### src/rtl/issue_sched_pkg.sv
package issue_sched_pkg;
  localparam int MAX_THREADS = 4;
  localparam int SLOT_W = $clog2(MAX_THREADS);

  // control-to-datapath strobes
  typedef struct packed {
    logic              fire;
    logic [SLOT_W-1:0] slot;
  } issueStrobe_t;
endpackage

### src/rtl/issue_arb_ctrl.sv
module issue_arb_ctrl
  import issue_sched_pkg::*;
#(
  parameter int NUM_THREADS = 4,
  parameter int PRIO_W = 2
) (
  input  logic                          clk,
  input  logic                          rstN,
  input  logic [NUM_THREADS-1:0]        eligible,
  input  logic [NUM_THREADS*PRIO_W-1:0] prioFlat,
  input  logic [SLOT_W-1:0]             lastSlot,
  output issueStrobe_t                  strobe
);
  logic [PRIO_W-1:0] prio [NUM_THREADS];
  logic [PRIO_W-1:0] bestPrio;
  logic [SLOT_W-1:0] pick;
  logic              found;

  for (genvar g = 0; g < NUM_THREADS; g++) begin : g_unpack
    assign prio[g] = prioFlat[g*PRIO_W +: PRIO_W];
  end

  // top priority among eligible threads
  always_comb begin
    bestPrio = '0;
    for (int i = 0; i < NUM_THREADS; i++) begin
      if (eligible[i] && prio[i] > bestPrio) bestPrio = prio[i];
    end
  end

  // rotating search starting after last winner
  always_comb begin
    found = 1'b0;
    pick  = '0;
    for (int k = 1; k <= NUM_THREADS; k++) begin
      logic [SLOT_W-1:0] cand;
      cand = SLOT_W'((int'(lastSlot) + k) % NUM_THREADS);
      if (!found && eligible[cand] && prio[cand] == bestPrio) begin
        found = 1'b1;
        pick  = cand;
      end
    end
  end

  assign strobe.fire = found;
  assign strobe.slot = pick;

  // independent check: nobody eligible outranks the winner
  logic outranked;
  always_comb begin
    outranked = 1'b0;
    for (int i = 0; i < NUM_THREADS; i++) begin
      if (eligible[i] && prio[i] > prio[strobe.slot]) outranked = 1'b1;
    end
  end

  p_idle_no_fire_r2: assert property (@(posedge clk) disable iff (!rstN)
    (eligible == '0) |-> !strobe.fire);
  p_pick_eligible_r1: assert property (@(posedge clk) disable iff (!rstN)
    strobe.fire |-> eligible[strobe.slot]);
  p_top_prio_r3: assert property (@(posedge clk) disable iff (!rstN)
    strobe.fire |-> !outranked);
  p_some_fire_r4: assert property (@(posedge clk) disable iff (!rstN)
    (eligible != '0) |-> strobe.fire);
endmodule

### src/rtl/issue_elig_dp.sv
module issue_elig_dp
  import issue_sched_pkg::*;
#(
  parameter int NUM_THREADS = 4,
  parameter int RES_W = 8
) (
  input  logic                         clk,
  input  logic                         rstN,
  input  logic [NUM_THREADS-1:0]       threadValid,
  input  logic [NUM_THREADS*RES_W-1:0] needFlat,
  input  logic [RES_W-1:0]             resAvail,
  input  issueStrobe_t                 strobe,
  output logic [NUM_THREADS-1:0]       eligible,
  output logic [SLOT_W-1:0]            lastSlot,
  output logic                         grantValid,
  output logic [NUM_THREADS-1:0]       grantOneHot,
  output logic [SLOT_W-1:0]            grantIdx,
  output logic [RES_W-1:0]             busyMask
);
  localparam logic [SLOT_W-1:0] RESET_SLOT = SLOT_W'(NUM_THREADS - 1);

  logic [RES_W-1:0] need [NUM_THREADS];

  for (genvar g = 0; g < NUM_THREADS; g++) begin : g_thread
    assign need[g]        = needFlat[g*RES_W +: RES_W];
    assign eligible[g]    = threadValid[g] && ((need[g] & ~resAvail) == '0);
    assign grantOneHot[g] = strobe.fire && (strobe.slot == SLOT_W'(g));
  end

  always_ff @(posedge clk) begin
    if (!rstN)            lastSlot <= RESET_SLOT;
    else if (strobe.fire) lastSlot <= strobe.slot;
  end

  assign grantValid = strobe.fire;
  assign grantIdx   = strobe.fire ? strobe.slot : '0;
  assign busyMask   = strobe.fire ? need[strobe.slot] : '0;

  p_busy_was_free_r6: assert property (@(posedge clk) disable iff (!rstN)
    grantValid |-> ((busyMask & ~resAvail) == '0));
  p_valid_only_r9: assert property (@(posedge clk) disable iff (!rstN)
    grantValid |-> threadValid[grantIdx]);
  p_onehot_r5: assert property (@(posedge clk) disable iff (!rstN)
    $onehot0(grantOneHot) && (grantValid == (grantOneHot != '0)));
  p_ptr_hold_r2: assert property (@(posedge clk) disable iff (!rstN)
    !grantValid |=> $stable(lastSlot));
endmodule

### src/rtl/thread_issue_sched.sv
module thread_issue_sched
  import issue_sched_pkg::*;
#(
  parameter int NUM_THREADS = 4,
  parameter int RES_W = 8,
  parameter int PRIO_W = 2
) (
  input  logic                          clk,
  input  logic                          rstN,
  input  logic [NUM_THREADS-1:0]        threadValid,
  input  logic [NUM_THREADS*RES_W-1:0]  threadNeed,
  input  logic [NUM_THREADS*PRIO_W-1:0] threadPrio,
  input  logic [RES_W-1:0]              resAvail,
  output logic                          grantValid,
  output logic [NUM_THREADS-1:0]        grantOneHot,
  output logic [SLOT_W-1:0]             grantIdx,
  output logic [RES_W-1:0]              busyMask
);
  issueStrobe_t           strobe;
  logic [NUM_THREADS-1:0] eligible;
  logic [SLOT_W-1:0]      lastSlot;

  issue_arb_ctrl #(.NUM_THREADS(NUM_THREADS), .PRIO_W(PRIO_W)) u_ctrl (
    .clk(clk), .rstN(rstN), .eligible(eligible), .prioFlat(threadPrio),
    .lastSlot(lastSlot), .strobe(strobe)
  );

  issue_elig_dp #(.NUM_THREADS(NUM_THREADS), .RES_W(RES_W)) u_dp (
    .clk(clk), .rstN(rstN), .threadValid(threadValid), .needFlat(threadNeed),
    .resAvail(resAvail), .strobe(strobe), .eligible(eligible),
    .lastSlot(lastSlot), .grantValid(grantValid), .grantOneHot(grantOneHot),
    .grantIdx(grantIdx), .busyMask(busyMask)
  );
endmodule

### config.mk
export PLATFORM = sky130hd
export DESIGN_NAME = thread_issue_sched
export DESIGN_NICKNAME = d
export VERILOG_FILES = /design/src/rtl/issue_sched_pkg.sv /design/src/rtl/issue_arb_ctrl.sv /design/src/rtl/issue_elig_dp.sv /design/src/rtl/thread_issue_sched.sv
export SDC_FILE = /design/constraint.sdc
export NUM_CORES = 1
export LEC_CHECK = 0
export BUFFER_PORTS_ARGS = -buffer_cell sky130_fd_sc_hd__buf_2
export CORE_MARGIN = 3
export CORE_UTILIZATION = 52
export DETAILED_ROUTE_END_ITERATION = 7
export PLACE_DENSITY_LB_ADDON = 0.12
export SLEW_MARGIN = 15
export SYNTH_ARGS = -nofsm -noshare
export SYNTH_HDL_FRONTEND = slang
export SYNTH_HIERARCHICAL = 1
export SYNTH_SLANG_ARGS = --single-unit
### constraint.sdc
create_clock -name clk -period 20.9 [get_ports clk]
set_input_delay 3.135 -clock clk [delete_from_list [all_inputs] [get_ports clk]]
set_output_delay 3.135 -clock clk [all_outputs]
set_load 0.02 [all_outputs]
==> flow_summary.yaml, run 1 <==
outcome:
  status: "completed"
pwr:
  p_int_mw: 0.0243
  total_leakage_power_nw: 0.929
  p_clk_share_pct: 20.5
  p_sw_mw: 0.0179
  p_seq_share_pct: 11.8
  combPwrFrac_pct: 67.7
  switching_share_pct: 42.4
  totalPowerFinal_mw: 0.0421
  p_per_area_nw_per_um2: 22.6
  ir_worst_vdd_uv: 32.0
synth:
  synth_xor_area_share_pct: 2.35
  synth_area_um2: 1490
  synth-simple-area-share_pct: 32.4
  synth_compound_area_share_pct: 31.1
  synth_seq_cells: 2
  synthAdderAreaFrac_pct: 5.03
  yosys_warnings: 6
  syn_area_per_cell_um2: 7.89
  syn_inst: 189
  syn_nets: 249
  ys_seq_area_share_pct: 2.68
  ys_types: 55
  synth_mux_area_share_pct: 17.7
  synth_top_family_by_area: "simple AND/OR/NAND/NOR gates"
global_routing:
  grt_start_max_net_pins: 21
  grt_overflow_total: 0
  antenna_found_initial: 0
  grt_pass1_wl_mm: 6.74
  grt_pass1_vias: 1475
  groute.usage.overall_pct: 24.4
detailed_routing:
  wl_mm: 4.21
  drt_pass1_iterations: 4
  drc: 0
  num_vias: 1660
  ant_nets: 0
  via_per_inst: 5.82
  drt_iter0_markers: 94
  wl_per_cell_um: 14.8
timing:
  timing.final.crit_share_pct: 59.1
  slew_headroom_pct: 36.1
  setup_viol: 0
  finalMaxSlewViolations: 0
  tightestPinTransition_ps: 949
  fin_crit_ps: 12340
  hold_viol_final: 0
  fin_skew_ps: 3.39
  rsz0062_at_grt: "no"
  tns_ps: 0
  fmax_mhz: 81.0
floorplan:
  ioPinCount: 69
  dieWidth_um: 59.6
  coreArea_um2: 2590
  row_count: 18
  start_util_pct: 57.6
  die-area_um2: 3550
  die_h_um: 59.6
clocking:
  numCtsBuffers: 3
  cts_root_buf: "clkbuf_4"
  clk_latency_ps: 230
  path_clk_slew_ps: 30
  ctsHoldBuffers: 0
  cts-htree-levels: 1
  post-cts-setup-buffers: 0
  cts_tree: "yes"
  clk_path_buf_depth: 2
  numClockSinks: 2
  cts_resized: 0
worst_hold_path:
  hp-class: "flip-flop to flip-flop"
setup_path:
  rrSetupSlack_ps: 18180
  worstPathRequired_ps: 17770
  critPathLaunchType: "input port"
  worst_ep_arrival_time_ps: 9210
  criticalPathCategory: "input port to output port"
  cp_max_fo: 12
  endpoint_kind: "output port"
finish:
  largest_register_ffs: 2
  top_regs: "u_dp/lastSlot x2"
  drive_gt1_share_pct: 38.4
  stdcell_area_um2: 1860
  fin_nets: 317
  top_register: "u_dp/lastSlot"
  fin_cells: 285
  n_antenna_cell: 0
  syn_to_final_growth_pct: 24.9
placed_design:
  gp_congestion: 0.913
  placed_cells: 282
  dp_hpwl_mm: 3.41
  dpl_cell_area_um2: 1840
  portBuffers: 68
job:
  drv_cap: 0
-- power by group through the flow --
stage	registers [mW]	logic [mW]	clock network, mW
final	0.00496	0.0285	0.00866
after global routing	0.00512	0.0314	0.00977
after CTS	0.00499	0.0284	0.00928
after detailed placement	0.00501	0.0282	0
after global placement	0.00501	0.0280	0
after floorplan	0.00431	0.0190	0
-- layout by cell type, fill, tap and decap left out, drive strengths merged, types with 3 or more instances in the layout --
cell      n
nand4     3
a21boi    5
or2       3
ha        6
buf      70
nor2      9
mux4      8
nand2b   15
nor3      3
nand3     6
clkbuf    3
nand2    14
o2111ai   9
nor2b     8
o22ai     9
nor4      4
mux2i     6
o211ai    5
o21ai    11
o21a      3
inv      23
and2     11
-- cell type report --
type / count / area (um^2)
multi-input combinational: 157 / 1320
fill: 239 / 727
timing repair buffer: 70 / 355
inverter: 23 / 86.3
sequential: 2 / 40.0
tap: 30 / 37.5
clock buffer: 3 / 22.5
-- metal layers --
layer | routed length (um) | track usage [%] | vias to the layer above
met5 | 0 | 0 | -
met4 | 42 | 6.96 | 0
met3 | 351 | 1.74 | 6
met2 | 1920 | 38.4 | 64
met1 | 1900 | 35.5 | 754
li1 | - | - | 836
-- critical path: stages --
cell and delay [ps]:
buf_2 100, inv_1 40, o21ai_0 100, nor4_1 680, nand2_1 280, ha_1 390
nor2b_4 150, o211ai_1 300, o21ai_0 160, ha_1 290, nand2_1 110, o211ai_2 180
o211ai_4 230, nand2_1 100, ha_1 350, a21boi_4 240, o21ai_4 140, and2_4 200
a22o_4 250, mux2i_4 190, o22ai_2 230, o21ai_0 110, o2bb2ai_1 150, buf_4 230
mux4_1 550, and2_1 160, buf_2 160
-- Yosys cell counts (all sizes together) --
| master | n | area (um^2) |
|---|---|---|
| dfxtp | 2 | 40.0 |
| mux4 | 8 | 191 |
| nor2b | 8 | 72.6 |
| o2bb2ai | 1 | 8.76 |
| nand3 | 6 | 30.0 |
| xnor2 | 2 | 17.5 |
| o211a | 2 | 27.5 |
| ha | 6 | 75.1 |
| nand3b | 2 | 15.0 |
| or2 | 3 | 18.8 |
| nor4 | 4 | 25.0 |
| o2111ai | 9 | 78.8 |
| a22o | 1 | 17.5 |
| and3 | 1 | 7.51 |
| o311a | 1 | 10.0 |
| a21boi | 5 | 52.6 |
| clkbuf | 2 | 7.51 |
| o22ai | 9 | 76.3 |
| o311ai | 1 | 16.3 |
| xor2 | 2 | 17.5 |
| inv | 23 | 86.3 |
| nor3 | 3 | 20.0 |
| nand4 | 3 | 18.8 |
| o21a | 3 | 30.0 |
| nand2b | 15 | 93.8 |
| mux2i | 6 | 72.6 |
| or3b | 1 | 8.76 |
| nor2 | 9 | 33.8 |
| nor3b | 1 | 7.51 |
| o211ai | 5 | 61.3 |
| nand2 | 14 | 52.6 |
| a221oi | 1 | 8.76 |
| and2 | 11 | 71.3 |
| o21ai | 11 | 66.3 |
| a21oi | 2 | 10.0 |
| or2b | 1 | 7.51 |
| buf | 5 | 36.3 |
-- logic make-up after synthesis --
group	count (synthesis)
xor+xnor	4
fa+ha+maj	6
mux	14
flops	2
compound gates	51
simple gates	82
buf+inv	30
-- per-stage QoR --
stage	hold slack, ps	worst slack [ps]	util [%]
2_1_floorplan	441	9340	-
6_report	523	8560	71.9
5_1_grt	592	8030	71.9
4_1_cts	516	8580	71.9
3_3_place_gp	512	8730	71.1
3_5_place_dp	507	8600	71.1
-- worst paths after layout --
check,start,depth (start not counted),endpoint
hold reg to reg,u_dp/lastSlot[0],2,u_dp/lastSlot[0]
setup / recovery,threadNeed[0],27,busyMask[7]
setup reg to reg,u_dp/lastSlot[1],8,u_dp/lastSlot[1]
hold / removal,u_dp/lastSlot[0],2,u_dp/lastSlot[0]
(Power assumes the default switching activity.)
==> inputs of run 2 (changes only) <==
--- a/config.mk
+++ b/config.mk
@@ -5,9 +5,10 @@
 export SDC_FILE = /design/constraint.sdc
 export NUM_CORES = 1
 export LEC_CHECK = 0
+export ABC_AREA = 1
 export BUFFER_PORTS_ARGS = -buffer_cell sky130_fd_sc_hd__buf_2
 export CORE_MARGIN = 3
-export CORE_UTILIZATION = 52
+export CORE_UTILIZATION = 45
 export DETAILED_ROUTE_END_ITERATION = 7
 export PLACE_DENSITY_LB_ADDON = 0.12
 export SLEW_MARGIN = 15
==> constraint.sdc (replaced) <==
create_clock -name clk -period 10.2 [get_ports clk]
set_input_delay 1.53 -clock clk [delete_from_list [all_inputs] [get_ports clk]]
set_output_delay 1.53 -clock clk [all_outputs]
set_load 0.02 [all_outputs]
==> flow_summary.yaml, run 2 <==
synth:
  synth_area_um2: 1650
  synth_area_leader_cell: "nand2_1"
  syn_inst: 348
  synth_seq_cells: 2
  ys.flop_type: "dfxtp_1"
  syn_area_per_cell_um2: 4.73
  ys_types: 27
  synth-edff-count: 0
  syn_nets: 408
  yosysMostFrequentCell: "nand2_1"
  synth_top_area_share_pct: 31.5
  yosys_warnings: 6
  ys_seq_area_share_pct: 2.43
  synthTopCellsByCount: "nand2_1 (138), inv_1 (49), nand3_1 (45), nor2_1 (44), o21ai_0 (18)"
  yosys-top-cells-area: "nand2_1 (31%), nand3_1 (14%), inv_1 (11%)"
  async_flop_share_pct: 0
setup_path:
  reg2reg_depth: 10
  worst_ep_arrival_time_ps: 6910
  cp_slowest_cell: "nor2_2"
  r2r_start: "u_dp/lastSlot[0]"
  endpoint_kind: "output port"
  worstSetupEndpoint: "busyMask[4]"
  critPathLaunch: "resAvail[0]"
  cp_max_fo: 21
  reg2reg_to: "u_dp/lastSlot[0]"
  rrSetupSlack_ps: 6870
  worstPathRequired_ps: 8670
  criticalPathCategory: "input port to output port"
  critPathLaunchType: "input port"
  max_stage_delay_ps: 510
  crit_top_cell: "nand2_1"
clocking:
  clk_path_buf_depth: 2
  cts_resized: 0
  numClockSinks: 2
  ctsHoldBuffers: 0
  cts-htree-levels: 1
  clk_latency_ps: 210
  path_clk_slew_ps: 30
  numCtsBuffers: 3
  post-cts-setup-buffers: 0
  cts_tree: "yes"
  cts_root_buf: "clkbuf_8"
placed_design:
  gp_congestion: 0.868
  placed_cells: 450
  dp_slack_ps: 1850
  dpl_cell_area_um2: 1940
  dp_hpwl_mm: 4.09
  portBuffers: 68
job:
  drv_cap: 0
finish:
  layout_commonest_cell: "nand2_1"
  n_antenna_cell: 0
  drive_gt1_share_pct: 20.9
  top_regs: "u_dp/lastSlot x2"
  fin_nets: 469
  multi_input_area_um2: 1310
  stdcell_area_um2: 1980
  syn_to_final_growth_pct: 20.4
  final_cell_mix: "nand2_1 (138), buf_2 (68), inv_1 (49)"
  fillers: 379
  final_core_util_pct: 57.6
  fin_cells: 453
  seq_area_um2: 40.0
  top_register: "u_dp/lastSlot"
  largest_register_ffs: 2
global_routing:
  grt_pass1_wl_mm: 8.12
  groute.usage.overall_pct: 22.6
  grt_overflow_total: 0
  grt_pass1_vias: 1866
  grt_start_max_net_pins: 30
  antenna_found_initial: 0
detailed_routing:
  ant_nets: 0
  drc: 0
  drt_iter0_markers: 184
  drt_pass1_iterations: 4
  via_per_inst: 4.85
  num_vias: 2199
  wl_mm: 5.03
  wl_per_cell_um: 11.1
timing:
  fmax_mhz: 119
  tightestPinTransition_ps: 981
  fin_skew_ps: 0.222
  slew_headroom_pct: 34.5
  holdWs_ps: 690
  finalMaxSlewViolations: 0
  hold_viol_final: 0
  setup_viol: 0
  timing.final.crit_share_pct: 82.7
  setup_ws_ps: 1760
  tns_ps: 0
  fin_crit_ps: 8440
  rsz0062_at_grt: "no"
worst_hold_path:
  hold_depth: 2
  hp-class: "flip-flop to flip-flop"
outcome:
  status: "completed"
pwr:
  totalPowerFinal_mw: 0.465
  p_per_area_nw_per_um2: 234
  total_leakage_power_nw: 1.26
  ir_worst_vdd_uv: 246
floorplan:
  die-area_um2: 4420
  die_h_um: 66.5
  start_util_pct: 47.8
  coreArea_um2: 3440
  dieWidth_um: 66.5
  ioPinCount: 69
  row_count: 21
[run 2: cell count changes after synthesis, sizes merged, moves of 5 or more]
cell | before | now
a21boi | 5 | 0
and2 | 11 | 1
buf | 5 | 12
inv | 23 | 51
mux2i | 6 | 0
mux4 | 8 | 0
nand2 | 14 | 141
nand2b | 15 | 0
nand3 | 6 | 46
nor2 | 9 | 47
nor2b | 8 | 0
o2111ai | 9 | 0
o21ai | 11 | 23
o22ai | 9 | 0
[run 2: worst max-delay path, delay by kind of cell]
family	cells	cell delay, ps
buffers and inverters	5	550
AO/OA/AOI/OAI	1	210
AND/OR/NAND/NOR	29	3730
adder cells (fa/ha/maj)	3	880
[run 2: how the worst min path moves through the flow]
stage	slack, ps	startpoint	endpoint
after floorplan	430	u_dp/lastSlot[1]	u_dp/lastSlot[1]
after global placement	660	u_dp/lastSlot[1]	u_dp/lastSlot[1]
after detailed placement	660	u_dp/lastSlot[1]	u_dp/lastSlot[1]
after CTS	700	u_dp/lastSlot[1]	u_dp/lastSlot[1]
after global routing	750	u_dp/lastSlot[1]	u_dp/lastSlot[1]
final	690	u_dp/lastSlot[1]	u_dp/lastSlot[1]
[run 2: layer usage]
| metal | routed length, um | vias to the layer above | part of all wire, % | track usage (%) |
|---|---|---|---|---|
| met3 | 453 | 2 | 9.0 | 1.18 |
| met2 | 2150 | 91 | 43 | 36.8 |
| met4 | 19 | 0 | 0.38 | 1.52 |
| met5 | 0 | - | 0 | 0 |
| li1 | - | 1200 | - | - |
| met1 | 2410 | 906 | 48 | 33.8 |
[run 2: area by class of cell]
cell class,count,area share [%]
multi-input combinational,283,65.9
timing repair buffer,68,17.2
inverter,51,9.91
tap,46,2.90
clock buffer,3,2.08
sequential,2,2.02
[run 2: kinds of logic (layout without fill, tap and decap cells)]
logic type / Yosys count / in the layout / synth area share (%)
AOI/OAI and AO/OA: 28 / 28 / 9.50
xor gates and xnor gates: 2 / 2 / 2.20
adders and majority gates: 6 / 6 / 4.56
buffers and inverters: 63 / 122 / 18.2
DFF: 2 / 2 / 2.43
and+or+nand+nor: 247 / 247 / 63.1
[run 2: report_power, final]
group	internal (mW)	switching, mW	total (mW)
Combinational	0.126	0.283	0.409
Sequential	0.0108	0.0148	0.0256
Clock	0.0249	0.00556	0.0305
Total	0.162	0.303	0.465
==> inputs of run 3 (changes only) <==
--- a/config.mk
+++ b/config.mk
@@ -5,10 +5,10 @@
 export SDC_FILE = /design/constraint.sdc
 export NUM_CORES = 1
 export LEC_CHECK = 0
-export ABC_AREA = 1
+export ABC_AREA = 0
 export BUFFER_PORTS_ARGS = -buffer_cell sky130_fd_sc_hd__buf_2
 export CORE_MARGIN = 3
-export CORE_UTILIZATION = 45
+export CORE_UTILIZATION = 48
 export DETAILED_ROUTE_END_ITERATION = 7
 export PLACE_DENSITY_LB_ADDON = 0.12
 export SLEW_MARGIN = 15
==> constraint.sdc (replaced) <==
create_clock -name clk -period 8.2 [get_ports clk]
set_input_delay 1.23 -clock clk [delete_from_list [all_inputs] [get_ports clk]]
set_output_delay 1.23 -clock clk [all_outputs]
set_load 0.02 [all_outputs]
==> flow_summary.yaml, run 3 (same netlist as run 1, synthesis figures left out) <==
timing:
  fmax_mhz: 127
  fin_crit_ps: 7880
  setup_viol: 0
  timing.final.crit_share_pct: 96.1
  slew_headroom_pct: 55.9
  tightestPinTransition_ps: 661
  finalMaxSlewViolations: 0
  fin_skew_ps: 2.02
  hold_viol_final: 0
setup_path:
  critPathLaunch: "resAvail[5]"
  max_stage_delay_ps: 540
  worstPathRequired_ps: 6970
  endpoint_kind: "output port"
  reg2reg_to: "u_dp/lastSlot[1]"
  worstSetupEndpoint: "busyMask[1]"
  cp_max_fo: 9
  critPathLaunchType: "input port"
  reg2reg_depth: 8
  criticalPathCategory: "input port to output port"
  worst_ep_arrival_time_ps: 6650
  r2r_start: "u_dp/lastSlot[1]"
  rrSetupSlack_ps: 5530
  cp_slowest_cell: "mux4_1"
floorplan:
  die_h_um: 61.7
  row_count: 19
  start_util_pct: 52.3
  die-area_um2: 3810
  ioPinCount: 69
  coreArea_um2: 2850
  dieWidth_um: 61.7
finish:
  largest_register_ffs: 2
  layout_commonest_cell: "buf_2"
  top_regs: "u_dp/lastSlot x2"
  drive_gt1_share_pct: 41.5
  final_cell_mix: "buf_2 (68), inv_1 (23), nand2b_1 (15)"
  fillers: 262
  syn_to_final_growth_pct: 32.0
  n_antenna_cell: 0
  stdcell_area_um2: 1970
  fin_cells: 296
  top_register: "u_dp/lastSlot"
  fin_nets: 327
detailed_routing:
  dr_wl_met2_mm: 2.08
  drc: 0
  num_vias: 1678
  drt_iter0_markers: 69
  wl_met3_um: 271
  drt_pass1_iterations: 4
  via_per_inst: 5.67
  maxUsedRoutingLayer: "met4"
  ant_nets: 0
  wl_per_cell_um: 14.8
  m1WireLength_mm: 2.02
  wl_mm: 4.39
pwr:
  switching_share_pct: 42.7
  p_seq_share_pct: 11.4
  total_leakage_power_nw: 0.979
  p_int_mw: 0.0643
  p_per_area_nw_per_um2: 57.1
  p_sw_mw: 0.0479
  ir_worst_vdd_uv: 23.4
  p_clk_share_pct: 20.5
  combPwrFrac_pct: 68.1
clocking:
  path_clk_slew_ps: 30
  numClockSinks: 2
  ctsHoldBuffers: 0
  cts_root_buf: "clkbuf_4"
  numCtsBuffers: 3
  clk_path_buf_depth: 2
  cts_tree: "yes"
  clk_latency_ps: 230
  cts-htree-levels: 1
placed_design:
  dpl_cell_area_um2: 1860
  dp_hpwl_mm: 3.52
  portBuffers: 68
  gp_congestion: 0.855
  placed_cells: 286
job:
  drv_cap: 0
worst_hold_path:
  hp-class: "flip-flop to flip-flop"
global_routing:
  grt_start_max_net_pins: 21
  groute.usage.overall_pct: 22.6
  grt_overflow_total: 0
  antenna_found_initial: 0
  grt_pass1_wl_mm: 6.55
  grt_pass1_vias: 1501
outcome:
  status: "completed"
-- run 3: cell count changes in the layout (fill, tap and decap cells not counted), moves of 7 or more --
cell       delta
nand2_1     -124
nand3_1      -39
nor2_1       -35
inv_1        -26
nand2b_1     +15
buf_4        +11
o21ai_0      -11
and2_1        +9
o2111ai_1     +9
o22ai_1       +7
-- run 3: stage by stage --
step                      power [mW]  hold WS, ps  utilization [%]  setup slack, ps  setup TNS [ps]
after CTS                      0.110          540             66.1              204               0
after global placement        0.0851          523             65.4              336               0
after global routing           0.121          564             69.0            -18.5           -18.5
after detailed placement      0.0854          533             65.4              231               0
after floorplan               0.0594          441                -              453               0
final                          0.112          540             69.0              319               0
-- run 3: area by class of cell --
cell class	instances	area [um^2]	area share [%]
multi-input cells	157	1350	68.4
repair buffers	80	434	22.1
inverters	23	86.3	4.39
flip-flops and latches	2	40.0	2.03
well taps	31	38.8	1.97
clock buffers	3	22.5	1.14
-- run 3: timing repair --
item / CTS / global route
endpoints found under the setup margin: 0 / 9
gates resized for setup: 0 / 4
buffers inserted: 0 / 7
-- run 3: worst min-delay path by stage --
| stage | start | to | depth (start not counted) |
|---|---|---|---|
| 2_1_floorplan | u_dp/lastSlot[1] | u_dp/lastSlot[1] | 2 |
| 3_3_place_gp | u_dp/lastSlot[0] | u_dp/lastSlot[0] | 2 |
| 6_report | u_dp/lastSlot[0] | u_dp/lastSlot[0] | 2 |
| 5_1_grt | u_dp/lastSlot[0] | u_dp/lastSlot[0] | 2 |
| 3_5_place_dp | u_dp/lastSlot[0] | u_dp/lastSlot[0] | 2 |
| 4_1_cts | u_dp/lastSlot[0] | u_dp/lastSlot[0] | 2 |
-- run 3: power by group through the flow --
stage / logic (mW) / clock network (mW) / registers, mW
after floorplan: 0.0484 / 0 / 0.0110
after global placement: 0.0722 / 0 / 0.0129
after detailed placement: 0.0726 / 0 / 0.0129
after CTS: 0.0730 / 0.0242 / 0.0128
after global routing: 0.0832 / 0.0250 / 0.0131
final: 0.0765 / 0.0230 / 0.0128
-- run 3: layer usage --
layer / vias up / track usage, %
met5: - / 0
met4: 0 / 4.55
met3: 2 / 1.03
met2: 48 / 37.8
met1: 769 / 32.3
li1: 859 / -
-- run 3: critical path, delay by kind of cell --
| family | cells | cell delay (ps) |
|---|---|---|
| muxes | 1 | 540 |
| AOI/OAI and AO/OA | 12 | 2190 |
| buffers and inverters | 4 | 640 |
| adders and majority gates | 3 | 890 |
| and+or+nand+nor | 8 | 1130 |
